$ cat src/rtl/i2cseq_pkg.sv
// Package: shared types and constants of the I2C command sequencer.
// Assumes: command layout and cause bit positions are fixed by the brief.
package i2cseq_pkg;
    localparam int CMD_W   = 11;
    localparam int CAUSE_W = 10;

    localparam int C_ADDR7_NACK = 0;
    localparam int C_HDR1_NACK  = 1;
    localparam int C_HDR2_NACK  = 2;
    localparam int C_DATA_NACK  = 3;
    localparam int C_GC_NACK    = 4;
    localparam int C_GC_READ    = 5;
    localparam int C_SB_ACKED   = 6;
    localparam int C_SB_NORS    = 7;
    localparam int C_RD10_NORS  = 8;
    localparam int C_ARB_LOST   = 9;

    typedef struct packed {
        logic       restart;
        logic       stop;
        logic       rd;
        logic [7:0] data;
    } cmd_t;

    typedef enum logic [2:0] {
        OP_START   = 3'd0,
        OP_RESTART = 3'd1,
        OP_STOP    = 3'd2,
        OP_WRITE   = 3'd3,
        OP_READ    = 3'd4
    } bus_op_e;

    typedef enum logic [3:0] {
        ST_IDLE, ST_PREP, ST_COND, ST_SBYTE, ST_ADDR1, ST_ADDR2,
        ST_RS10, ST_ADDR3, ST_DATA, ST_WAIT, ST_STOP, ST_ABSTOP, ST_HALT
    } seq_st_e;
endpackage

$ cat src/rtl/i2cseq_fifo.sv
// Module: synchronous FIFO with flush, head visible without popping.
// Assumes: DEPTH is a power of two and at least 2; push when full is dropped;
// flush wins over push and pop in the same cycle.
module i2cseq_fifo #(
    parameter int W     = 8,
    parameter int DEPTH = 4
) (
    input  logic         clk,
    input  logic         rst_n,
    input  logic         flush,
    input  logic         push,
    input  logic [W-1:0] din,
    input  logic         pop,
    output logic [W-1:0] dout,
    output logic         empty,
    output logic         full
);
    localparam int AW = $clog2(DEPTH);
    localparam logic [AW:0] CNT_MAX = (AW+1)'(DEPTH);

    logic [W-1:0]  mem [DEPTH];
    logic [AW-1:0] rd_ptr, wr_ptr;
    logic [AW:0]   cnt;
    logic          do_push, do_pop;

    assign empty   = (cnt == '0);
    assign full    = (cnt == CNT_MAX);
    assign do_push = push && !full && !flush;
    assign do_pop  = pop && !empty && !flush;
    assign dout    = mem[rd_ptr];

    // Pointer and level bookkeeping.
    always_ff @(posedge clk) begin
        if (!rst_n || flush) begin
            rd_ptr <= '0;
            wr_ptr <= '0;
            cnt    <= '0;
        end else begin
            if (do_push) wr_ptr <= wr_ptr + 1'b1;
            if (do_pop)  rd_ptr <= rd_ptr + 1'b1;
            cnt <= cnt + {{AW{1'b0}}, do_push} - {{AW{1'b0}}, do_pop};
        end
    end

    // Storage write.
    always_ff @(posedge clk) begin
        if (do_push) mem[wr_ptr] <= din;
    end
endmodule

$ cat src/rtl/i2cseq_engine.sv
// Module: command-word sequencer FSM. Issues one bus operation at a time to
// the bit engine, builds the address phase, stores read data, detects aborts.
// Assumes: be_done is a one-cycle pulse that only arrives while be_req is high.
module i2cseq_engine
    import i2cseq_pkg::*;
(
    input  logic               clk,
    input  logic               rst_n,
    input  logic               enable,
    output logic               en_status,
    input  logic [12:0]        tgt,
    input  logic               restart_en,
    input  logic [1:0]         special,
    input  cmd_t               tx_head,
    input  logic               tx_empty,
    output logic               tx_pop,
    input  logic               rx_full,
    output logic               rx_push,
    output logic [7:0]         rx_wdata,
    output logic               be_req,
    output logic [2:0]         be_op,
    output logic [7:0]         be_wdata,
    output logic               be_rd_ack,
    input  logic               be_done,
    input  logic               be_ack,
    input  logic               be_arb,
    input  logic [7:0]         be_rdata,
    output logic               activity,
    output logic               scl_hold,
    output logic [CAUSE_W-1:0] cause,
    input  logic               abort_clr
);
    seq_st_e             state, st_n;
    logic                on_bus, on_bus_n;
    logic                dir, dir_n;
    logic                sb_done, sb_n;
    logic [CAUSE_W-1:0]  cause_n;
    logic                en_q;
    logic                ten, gc, sb, hs;
    logic [7:0]          hdr;

    assign ten      = tgt[12];
    assign gc       = (special == 2'd1);
    assign sb       = (special == 2'd2);
    assign hdr      = {5'b11110, tgt[9:8], 1'b0};
    assign hs       = be_req && be_done;
    assign rx_wdata = be_rdata;
    assign be_rd_ack = !tx_head.stop;
    assign cause    = 0 ? '0 : cause_n_q();
    assign en_status = en_q;
    assign activity = (state != ST_IDLE) && (state != ST_HALT);
    assign scl_hold = on_bus && (((state == ST_WAIT) && tx_empty) ||
                                 ((state == ST_DATA) && tx_head.rd && rx_full));

    logic [CAUSE_W-1:0] cause_q;
    function automatic logic [CAUSE_W-1:0] cause_n_q();
        return cause_q;
    endfunction

    // Operation presented to the bit engine in each state.
    always_comb begin
        be_req   = 1'b0;
        be_op    = OP_WRITE;
        be_wdata = 8'h00;
        case (state)
            ST_COND: begin
                be_req = 1'b1;
                be_op  = !on_bus ? OP_START : (restart_en ? OP_RESTART : OP_STOP);
            end
            ST_SBYTE: begin
                be_req   = 1'b1;
                be_wdata = 8'h01;
            end
            ST_ADDR1: begin
                be_req   = 1'b1;
                be_wdata = gc ? 8'h00 : (ten ? hdr : {tgt[6:0], dir});
            end
            ST_ADDR2: begin
                be_req   = 1'b1;
                be_wdata = tgt[7:0];
            end
            ST_RS10: begin
                be_req = 1'b1;
                be_op  = OP_RESTART;
            end
            ST_ADDR3: begin
                be_req   = 1'b1;
                be_wdata = hdr | 8'h01;
            end
            ST_DATA: begin
                be_req   = !(tx_head.rd && rx_full);
                be_op    = tx_head.rd ? OP_READ : OP_WRITE;
                be_wdata = tx_head.data;
            end
            ST_STOP, ST_ABSTOP: begin
                be_req = 1'b1;
                be_op  = OP_STOP;
            end
            default: ;
        endcase
    end

    // Next-state, abort detection and queue strobes.
    always_comb begin
        st_n     = state;
        on_bus_n = on_bus;
        dir_n    = dir;
        sb_n     = sb_done;
        cause_n  = cause_q;
        tx_pop   = 1'b0;
        rx_push  = 1'b0;
        if (hs && be_arb && state != ST_ABSTOP) begin
            cause_n[C_ARB_LOST] = 1'b1;
            on_bus_n = 1'b0;
            st_n     = ST_HALT;
        end else begin
            case (state)
                ST_IDLE: begin
                    sb_n = 1'b0;
                    if (en_q && !tx_empty && cause_q == '0) st_n = ST_PREP;
                end
                ST_PREP: begin
                    dir_n = tx_head.rd;
                    st_n  = ST_COND;
                    if (gc && tx_head.rd) begin
                        cause_n[C_GC_READ] = 1'b1;
                        st_n = on_bus ? ST_ABSTOP : ST_HALT;
                    end else if (sb && !restart_en) begin
                        cause_n[C_SB_NORS] = 1'b1;
                        st_n = on_bus ? ST_ABSTOP : ST_HALT;
                    end else if (ten && tx_head.rd && !restart_en) begin
                        cause_n[C_RD10_NORS] = 1'b1;
                        st_n = on_bus ? ST_ABSTOP : ST_HALT;
                    end
                end
                ST_COND: if (hs) begin
                    if (on_bus && !restart_en) begin
                        on_bus_n = 1'b0;
                    end else begin
                        on_bus_n = 1'b1;
                        st_n = (sb && !sb_done) ? ST_SBYTE : ST_ADDR1;
                    end
                end
                ST_SBYTE: if (hs) begin
                    if (be_ack) begin
                        cause_n[C_SB_ACKED] = 1'b1;
                        st_n = ST_ABSTOP;
                    end else begin
                        sb_n = 1'b1;
                        st_n = ST_COND;
                    end
                end
                ST_ADDR1: if (hs) begin
                    if (!be_ack) begin
                        if (gc)       cause_n[C_GC_NACK]    = 1'b1;
                        else if (ten) cause_n[C_HDR1_NACK]  = 1'b1;
                        else          cause_n[C_ADDR7_NACK] = 1'b1;
                        st_n = ST_ABSTOP;
                    end else begin
                        st_n = (ten && !gc) ? ST_ADDR2 : ST_DATA;
                    end
                end
                ST_ADDR2: if (hs) begin
                    if (!be_ack) begin
                        cause_n[C_HDR2_NACK] = 1'b1;
                        st_n = ST_ABSTOP;
                    end else begin
                        st_n = dir ? ST_RS10 : ST_DATA;
                    end
                end
                ST_RS10: if (hs) st_n = ST_ADDR3;
                ST_ADDR3: if (hs) begin
                    if (!be_ack) begin
                        cause_n[C_HDR1_NACK] = 1'b1;
                        st_n = ST_ABSTOP;
                    end else begin
                        st_n = ST_DATA;
                    end
                end
                ST_DATA: if (hs) begin
                    if (!tx_head.rd && !be_ack) begin
                        cause_n[C_DATA_NACK] = 1'b1;
                        st_n = ST_ABSTOP;
                    end else begin
                        tx_pop  = 1'b1;
                        rx_push = tx_head.rd;
                        st_n    = tx_head.stop ? ST_STOP : ST_WAIT;
                    end
                end
                ST_WAIT: begin
                    if (!tx_empty)
                        st_n = (tx_head.restart || tx_head.rd != dir) ? ST_PREP : ST_DATA;
                    else if (!enable)
                        st_n = ST_STOP;
                end
                ST_STOP: if (hs) begin
                    on_bus_n = 1'b0;
                    st_n     = ST_IDLE;
                end
                ST_ABSTOP: if (hs) begin
                    on_bus_n = 1'b0;
                    st_n     = ST_HALT;
                end
                ST_HALT: if (abort_clr) begin
                    cause_n = '0;
                    st_n    = ST_IDLE;
                end
                default: st_n = ST_IDLE;
            endcase
        end
    end

    // State registers.
    always_ff @(posedge clk) begin
        if (!rst_n) begin
            state   <= ST_IDLE;
            on_bus  <= 1'b0;
            dir     <= 1'b0;
            sb_done <= 1'b0;
            cause_q <= '0;
        end else begin
            state   <= st_n;
            on_bus  <= on_bus_n;
            dir     <= dir_n;
            sb_done <= sb_n;
            cause_q <= cause_n;
        end
    end

    // Enable status: takes the request only while no transfer is running.
    always_ff @(posedge clk) begin
        if (!rst_n)                                  en_q <= 1'b0;
        else if (state == ST_IDLE || state == ST_HALT) en_q <= enable;
    end


    req_stable_chk: assert property (@(posedge clk) disable iff (!rst_n)
        be_req && !be_done |=> be_req && $stable(be_op) && $stable(be_wdata));

    en_lag_chk: assert property (@(posedge clk) disable iff (!rst_n)
        (en_status != $past(en_status)) |-> !$past(activity));

    rx_guard_chk: assert property (@(posedge clk) disable iff (!rst_n)
        rx_push |-> !rx_full);

    arb_quiet_chk: assert property (@(posedge clk) disable iff (!rst_n)
        be_req && be_done && be_arb && state != ST_ABSTOP |=> !be_req && !activity);

    stop_idle_chk: assert property (@(posedge clk) disable iff (!rst_n)
        be_req && be_done && !be_arb && state == ST_STOP |=> !activity);
endmodule

$ cat src/rtl/i2c_cmd_sequencer.sv
// Module: top of the I2C master command sequencer. Joins the transmit command
// queue, the receive byte queue and the sequencing FSM.
// Assumes: queue depths are powers of two; the bit engine follows the
// request/done handshake described in the brief.
module i2c_cmd_sequencer
    import i2cseq_pkg::*;
#(
    parameter int TX_DEPTH = 8,
    parameter int RX_DEPTH = 4
) (
    input  logic         clk,
    input  logic         rst_n,
    input  logic         enable,
    output logic         enable_status,
    input  logic [12:0]  tgt_addr,
    input  logic         restart_en,
    input  logic [1:0]   special,
    input  logic         cmd_push,
    input  logic [10:0]  cmd_word,
    output logic         cmd_full,
    input  logic         rx_pop,
    output logic [7:0]   rx_data,
    output logic         rx_empty,
    output logic         be_req,
    output logic [2:0]   be_op,
    output logic [7:0]   be_wdata,
    output logic         be_rd_ack,
    input  logic         be_done,
    input  logic         be_ack,
    input  logic         be_arb,
    input  logic [7:0]   be_rdata,
    output logic         activity,
    output logic         scl_hold,
    output logic         tx_abort,
    output logic [9:0]   abort_cause,
    input  logic         abort_clr
);
    logic [CMD_W-1:0] tx_dout;
    cmd_t             tx_head;
    logic             tx_empty, tx_pop, rx_full, rx_push, flush;
    logic [7:0]       rx_wdata;

    assign tx_head  = cmd_t'(tx_dout);
    assign tx_abort = |abort_cause;
    assign flush    = tx_abort;

    i2cseq_fifo #(.W(CMD_W), .DEPTH(TX_DEPTH)) i_txq (
        .clk(clk), .rst_n(rst_n), .flush(flush),
        .push(cmd_push), .din(cmd_word), .pop(tx_pop),
        .dout(tx_dout), .empty(tx_empty), .full(cmd_full)
    );

    i2cseq_fifo #(.W(8), .DEPTH(RX_DEPTH)) i_rxq (
        .clk(clk), .rst_n(rst_n), .flush(flush),
        .push(rx_push), .din(rx_wdata), .pop(rx_pop),
        .dout(rx_data), .empty(rx_empty), .full(rx_full)
    );

    i2cseq_engine i_eng (
        .clk(clk), .rst_n(rst_n), .enable(enable), .en_status(enable_status),
        .tgt(tgt_addr), .restart_en(restart_en), .special(special),
        .tx_head(tx_head), .tx_empty(tx_empty), .tx_pop(tx_pop),
        .rx_full(rx_full), .rx_push(rx_push), .rx_wdata(rx_wdata),
        .be_req(be_req), .be_op(be_op), .be_wdata(be_wdata), .be_rd_ack(be_rd_ack),
        .be_done(be_done), .be_ack(be_ack), .be_arb(be_arb), .be_rdata(be_rdata),
        .activity(activity), .scl_hold(scl_hold), .cause(abort_cause),
        .abort_clr(abort_clr)
    );


    flush_chk: assert property (@(posedge clk) disable iff (!rst_n)
        tx_abort |=> rx_empty);

    abort_onehot_chk: assert property (@(posedge clk) disable iff (!rst_n)
        $onehot0(abort_cause));
endmodule

$ cat config.mk
export PLATFORM = sky130hd
export DESIGN_NAME = i2c_cmd_sequencer
export DESIGN_NICKNAME = d
export VERILOG_FILES = /design/src/rtl/i2cseq_pkg.sv /design/src/rtl/i2cseq_fifo.sv /design/src/rtl/i2cseq_engine.sv /design/src/rtl/i2c_cmd_sequencer.sv
export SDC_FILE = /design/constraint.sdc
export NUM_CORES = 1
export LEC_CHECK = 0
export BUFFER_PORTS_ARGS = -buffer_cell sky130_fd_sc_hd__buf_2
export CAP_MARGIN = 20
export CORE_ASPECT_RATIO = 0.7
export CORE_MARGIN = 8
export CORE_UTILIZATION = 45
export DETAILED_ROUTE_END_ITERATION = 10
export MAX_ROUTING_LAYER = met4
export PLACE_DENSITY = 0.69
export SLEW_MARGIN = 20
export SYNTH_ARGS = -nofsm -noshare
export SYNTH_HDL_FRONTEND = slang
export SYNTH_SLANG_ARGS = --single-unit
$ cat constraint.sdc
create_clock -name clk -period 3.02 [get_ports clk]
set_input_delay 0.302 -clock clk [delete_from_list [all_inputs] [get_ports clk]]
set_output_delay 0.302 -clock clk [all_outputs]
set_load 0.02 [all_outputs]
==> results_dict.tcl, run 1 <==
set metrics [dict create \
    pin_count 81 \
    layoutNonFillerInstCount 863 \
    ys_types 70 \
    outcome "complete, no violations" \
    p_leak_nw 3.138 \
    grt_max_degree 25 \
    numCtsBuffers 17 \
    fmax_mhz 343.4 \
    drt_pre_antenna_iters 7 \
    htreeDepth 4 \
    relSlewSlack_pct 45.68 \
    synth-main-ff-cell "edfxtp_1" \
    insertion_delay_ps 430 \
    clk_path_buf_depth 2 \
    switchingPower_w 0.002172 \
    antenna_left 0 \
    die-height_um 122.3 \
    setup_viol 0 \
    viasPerCell 5.847 \
    cts_root_buffer "clkbuf_16" \
    cp_max_fo 20 \
    syn_area_um2 7266 \
    maxCapViolCount 0 \
    cts.sinks 160 \
    finalCritPeriodShare_pct 96.43 \
    drive_above_1_share_pct 30.53 \
    min_path_cells 1 \
    finClkSkew_ps 8.904 \
    pwr-share-seq_pct 39.2 \
    clk_pin_slew_ps 70 \
    grt_pass1_wl_um 27820 \
    grt.total_usage_pct 18.31 \
    yosys_warnings 0 \
    final-max-slew-violation-count 0 \
    sw_frac_of_total_pct 31.50 \
    hold_viol_final 0 \
    routed_wl_um 18040 \
    final_nets 702 \
    final_cell_mix "edfxtp_1, buf_2, nor2_1, dfxtp_1, buf_4" \
    num_vias 5046 \
    internal_power_w 0.004724 \
    wl_per_cell_um 20.91 \
    async_flop_share_pct 0 \
    finalSetupTns_ps 0 \
    io_buffer_count 78 \
    synthesis.nets 598 \
    p_comb_share_pct 27.5 \
    critPathArrivalTime_ps 2610 \
    synth_edf_count 120 \
    synth_seq_cells 160 \
    coreArea_um2 16050 \
    p_per_area_nw_per_um2 788.7 \
    worstPathRequired_ps 2720 \
    place_inst 826 \
    rows 39 \
    place_congestion 0.9264 \
    layout_commonest_cell "edfxtp_1" \
    critPathKind "reg -> out" \
    finalWorstPathRequiredPeriod_ps 2912 \
    clockPowerShare_pct 33.3 \
    syn-instance-count 538 \
    grt-ovfl-total 0 \
    hp-class "in -> reg" \
    worst_pin_slew_ps 808.6 \
    crit_chain "buf_4 > nor4b_1 > nand2_1 > nor2_2 > a222oi_1 > o21ai_0 > buf_2" \
    slowest_stage "dfxtp_1" \
    cp-end-kind "output pin" \
    drc_errors 0 \
    die_width_um 167.9 \
    reg2reg_depth 9 \
    slowest_delay_ps 470 \
    syn_avg_cell_area_um2 13.51 \
    cts_tree "built" \
    worst_ir_drop_vdd_mv 0.4068 \
    antenna_found_initial 3 \
    syn_to_final_growth_pct 20.34 \
    first_global_vias 5064 \
    dp_hpwl_um 12570 \
    worstSetupStartpointType "register" \
    ys_seq_area_share_pct 60.62 \
    initial_core_util_pct 45.26 \
    dieArea_um2 20530 \
    drt-initial-drc-count 513 \
]
-- final cells by class --
class	instances	area [um^2]
Sequential cell	160	4404
Clock buffer	21	450.4
Tap cell	205	256.5
Inverter	23	86.33
Multi-Input combinational cell	326	2685
Clock inverter	11	180.2
Fill cell	1310	7311
Timing Repair Buffer	114	673.1
Antenna cell	3	7.507
-- worst paths after layout --
check | end | from | slack [ps]
worst max-delay path | be_wdata[1] | i_eng.state[2] | 110
worst min-delay path | i_rxq.mem[3][0] | be_rdata[0] | 90
worst max register to register | i_txq.cnt[1] | i_eng.cause[0] | 140
worst min register to register | i_eng.cause[1] | i_eng.cause[1] | 480
-- cells in the mapped netlist (5+ instances only) --
library cell	instances	area share, %
nor3_1	13	0.90
o211ai_1	5	0.52
ha_1	14	2.4
a22oi_1	5	0.52
nand3_1	7	0.48
a31oi_1	8	0.69
nor2_1	50	2.6
o221ai_1	5	0.60
mux2i_1	17	2.3
clkbuf_1	21	1.1
a21oi_1	18	1.2
nand2_1	26	1.3
edfxtp_1	120	50
xnor2_1	8	0.96
inv_1	23	1.2
nand2b_1	10	0.86
mux4_2	26	8.1
nor2b_1	17	1.5
dfxtp_1	40	11
o21ai_0	11	0.76
-- logic make-up (layout without fill, tap and decap cells) --
group / Yosys count / after routing / share of synthesized area [%]
simple gates: 165 / 165 / 12.64
fa+ha+maj: 16 / 16 / 2.962
flops: 160 / 160 / 60.62
other cells: 0 / 3 / 0
xor+xnor: 10 / 10 / 1.206
compound gates: 89 / 89 / 8.921
mux: 46 / 46 / 10.87
buf+inv: 52 / 169 / 2.790
-- registers in the layout, summed over array words and instances (netlist names), named ones only --
register / count
i_txq.wr_ptr: 3
i_eng.sb_done: 1
i_eng.state: 4
i_txq.rd_ptr: 3
i_rxq.cnt: 3
i_eng.cause: 10
i_txq.mem: 88
i_rxq.rd_ptr: 2
i_rxq.wr_ptr: 2
i_eng.on_bus: 1
i_txq.cnt: 4
i_eng.en_status: 1
i_eng.dir: 1
i_rxq.mem: 32
-- metal layers --
layer,GRT usage [%],part of all wire [%],vias to the layer above
met1,24.24,46,2535
met3,5.463,8.3,18
met4,6.059,1.1,0
met5,-,0,-
met2,26.64,44,217
li1,-,-,2276
-- worst max-delay path: cells and delay by family, from the launching register on --
| kind | cells | cell delay, ps |
|---|---|---|
| compound gates | 2 | 310 |
| buf+inv | 2 | 480 |
| simple gates | 3 | 930 |
| flops | 1 | 470 |
-- metrics by stage --
stage          hold slack (ps)  total power, W  util (%)  instance area (um^2)  setup WS (ps)
2_1_floorplan            400.9        0.003923         -                  7277          41.10
3_3_place_gp             455.9        0.004561     50.30                  8075          99.06
3_5_place_dp             460.0        0.004607     50.30                  8075          11.10
4_1_cts                  74.27        0.006892     54.23                  8706          5.652
5_1_grt                  84.87        0.007180     54.46                  8743         -8.348
6_report                 87.33        0.006896     54.46                  8743          107.9
-- power by group through the flow --
| stage | clock, W | sequential, W | combinational [W] |
|---|---|---|---|
| finish | 0.00230 | 0.00270 | 0.00190 |
| global route | 0.00241 | 0.00272 | 0.00205 |
| detailed placement | 0 | 0.00274 | 0.00186 |
| floorplan | 0 | 0.00268 | 0.00125 |
| global placement | 0 | 0.00273 | 0.00183 |
| CTS | 0.00232 | 0.00270 | 0.00188 |
-- repair_timing --
action / 4_1_cts / 5_1_grt
hold buffers: 0 / 0
pin swaps: 1 / 2
resized for setup: 0 / 4
setup endpoints to repair: 1 / 7
setup buffers: 0 / 2
Note: power is estimated with default switching activity, not from simulation.
==> run 2, diff against run 1 <==
--- a/config.mk
+++ b/config.mk
@@ -5,9 +5,10 @@
 export SDC_FILE = /design/constraint.sdc
 export NUM_CORES = 1
 export LEC_CHECK = 0
+export ABC_AREA = 1
 export BUFFER_PORTS_ARGS = -buffer_cell sky130_fd_sc_hd__buf_2
 export CAP_MARGIN = 20
-export CORE_ASPECT_RATIO = 0.7
+export CORE_ASPECT_RATIO = 1.1
 export CORE_MARGIN = 8
 export CORE_UTILIZATION = 45
 export DETAILED_ROUTE_END_ITERATION = 10
==> results_dict.tcl, run 2 <==
set metrics [dict create \
    rows 48 \
    finalSetupTns_ps 0 \
    antenna_left 0 \
    grt_setup_unrepaired "false" \
    outcome "complete, no violations" \
    final_cell_mix "nor2_1, edfxtp_1, nand2_1, buf_2, inv_1" \
    slowest_delay_ps 490 \
    drc_errors 0 \
    ys_seq_area_share_pct 60.82 \
    setup_viol 0 \
    worst_path_most_repeated_cell "nand2_4" \
    fmax_mhz 377.1 \
    drt-initial-drc-count 403 \
    place_congestion 0.9379 \
    drt_pre_antenna_iters 5 \
    coreArea_um2 15740 \
    hold_viol_final 0 \
    cp_max_fo 8 \
    numCtsBuffers 17 \
    syn-instance-count 742 \
    synth_top_area_cell "edfxtp_1" \
    netlist.area_leader.share_pct 49.76 \
    synthesis.nets 802 \
    synth-main-ff-cell "edfxtp_1" \
    critPathKind "reg -> reg" \
    async_flop_share_pct 0 \
    top_register "i_txq.mem" \
    grt_pass1_wl_um 27260 \
    wl_per_cell_um 16.36 \
    pin_count 81 \
    viasPerCell 5.315 \
    p_per_area_nw_per_um2 780.6 \
    num_vias 5607 \
    hold_buffers 0 \
    ys_types 38 \
    syn_area_um2 7242 \
    drive_above_1_share_pct 19.56 \
    syn_to_final_growth_pct 18.33 \
    routed_wl_um 17270 \
    cts_root_buffer "clkbuf_16" \
    grt-ovfl-total 0 \
    worstSetupStartpointType "register" \
    die_width_um 137.0 \
    worst_pin_slew_ps 542.6 \
    yosys_warnings 0 \
    insertion_delay_ps 430 \
    finalWorstPathRequiredPeriod_ps 2652 \
    synth_seq_cells 160 \
    slowest_stage "dfxtp_1" \
    worst_ir_drop_vdd_mv 0.4536 \
    cts_tree "built" \
    p_leak_nw 3.455 \
    synth.top_cells.by_count "edfxtp_1, nor2_1, nand2_1" \
    hp-class "in -> reg" \
    crit_chain "inv_4 > nand2_1 > nand3_1 > nand3_2 > nand2_4 > nand2_4 > nand2_4 > nand2_4 > inv_2 > nand2_2 > inv_2 > ha_1 > fa_1 > xnor2_1 > xor2_1 > nor2_1" \
    cp-end-kind "register" \
    maxCapViolCount 0 \
    dieArea_um2 20410 \
    finClkSkew_ps 12.68 \
    cts.sinks 160 \
    htreeDepth 4 \
    grt_max_degree 41 \
    largest_register_ff_count 88 \
    die-height_um 149.1 \
    dp_hpwl_um 11790 \
    cts_resized 0 \
    final_core_util_pct 54.46 \
    clk_pin_slew_ps 70 \
    finalCritPeriodShare_pct 87.81 \
    clk_path_buf_depth 2 \
    antenna_found_initial 1 \
    final_nets 902 \
    worstPathRequired_ps 3330 \
    final-max-slew-violation-count 0 \
    critPathArrivalTime_ps 2960 \
    synth_edf_count 120 \
    first_global_vias 5403 \
    io_buffer_count 78 \
    grt.total_usage_pct 17.82 \
    initial_core_util_pct 46.02 \
    relSlewSlack_pct 63.69 \
    cts_setup_buffers 0 \
    synth_area_leaders "edfxtp_1, dfxtp_1, nor2_1, nand2_1, o21ai_0" \
    syn_avg_cell_area_um2 9.760 \
]
==> run 2: cell type report <==
type / count / area (um^2)
diodes: 1 / 2.502
clock buffers: 17 / 425.4
clock inverters: 14 / 148.9
fillers: 1388 / 7166
inverters: 90 / 340.3
multi-input cells: 472 / 2435
flip-flops and latches: 160 / 4404
well taps: 200 / 250.2
repair buffers: 101 / 563.0
==> run 2: per-layer routing <==
layer	track usage, %	vias to the layer above	wire [um]	part of all wire [%]
li1	-	2749	-	-
met1	21.13	2646	7305	42
met2	29.11	180	8505	49
met3	3.302	32	1042	6.0
met4	7.613	0	412	2.4
met5	-	-	0	0
==> run 2: path summary, 6_finish.rpt <==
kind	start	endpoint	slack (ps)	cells past startpoint
max	register	i_rxq.cnt[2]	370	16
min	be_rdata[3]	i_rxq.mem[0][3]	100	1
max reg2reg	register	i_rxq.cnt[2]	370	16
min reg2reg	i_eng.cause[8]	i_eng.cause[8]	460	2
==> run 2: kinds of logic after synthesis <==
group           Yosys count  share of synthesized area (%)
flops                   160                          60.82
compound gates          140                          10.88
buf+inv                 110                          5.909
xor+xnor                  4                         0.4838
simple gates            312                          18.94
fa+ha+maj                16                          2.972
==> run 2: through the flow <==
step           cell area [um^2]  power [W]  hold WS (ps)  setup slack [ps]  std cells
2_1_floorplan              7242   0.004011         400.9             398.8        742
3_3_place_gp               7993   0.004611         453.0             445.0       1023
3_5_place_dp               7993   0.004632         455.9             385.3       1023
4_1_cts                    8567   0.006707         82.92             351.5       1054
5_1_grt                    8569   0.007015         89.82             148.8       1055
6_report                   8569   0.006689         96.73             368.2       1055
==> run 2: critical path, delay by kind of cell (launching register included) <==
kind / cells / cell delay, ps
flip-flops: 1 / 490
buffers and inverters: 3 / 180
adder cells (fa/ha/maj): 2 / 600
XOR/XNOR: 2 / 350
AND/OR/NAND/NOR: 9 / 900
==> run 2: power breakdown <==
| part | internal [W] | total [W] | switching, W |
|---|---|---|---|
| Sequential | 0.00258 | 0.00268 | 0.0000968 |
| Clock | 0.00116 | 0.00209 | 0.000926 |
| Combinational | 0.000588 | 0.00192 | 0.00134 |
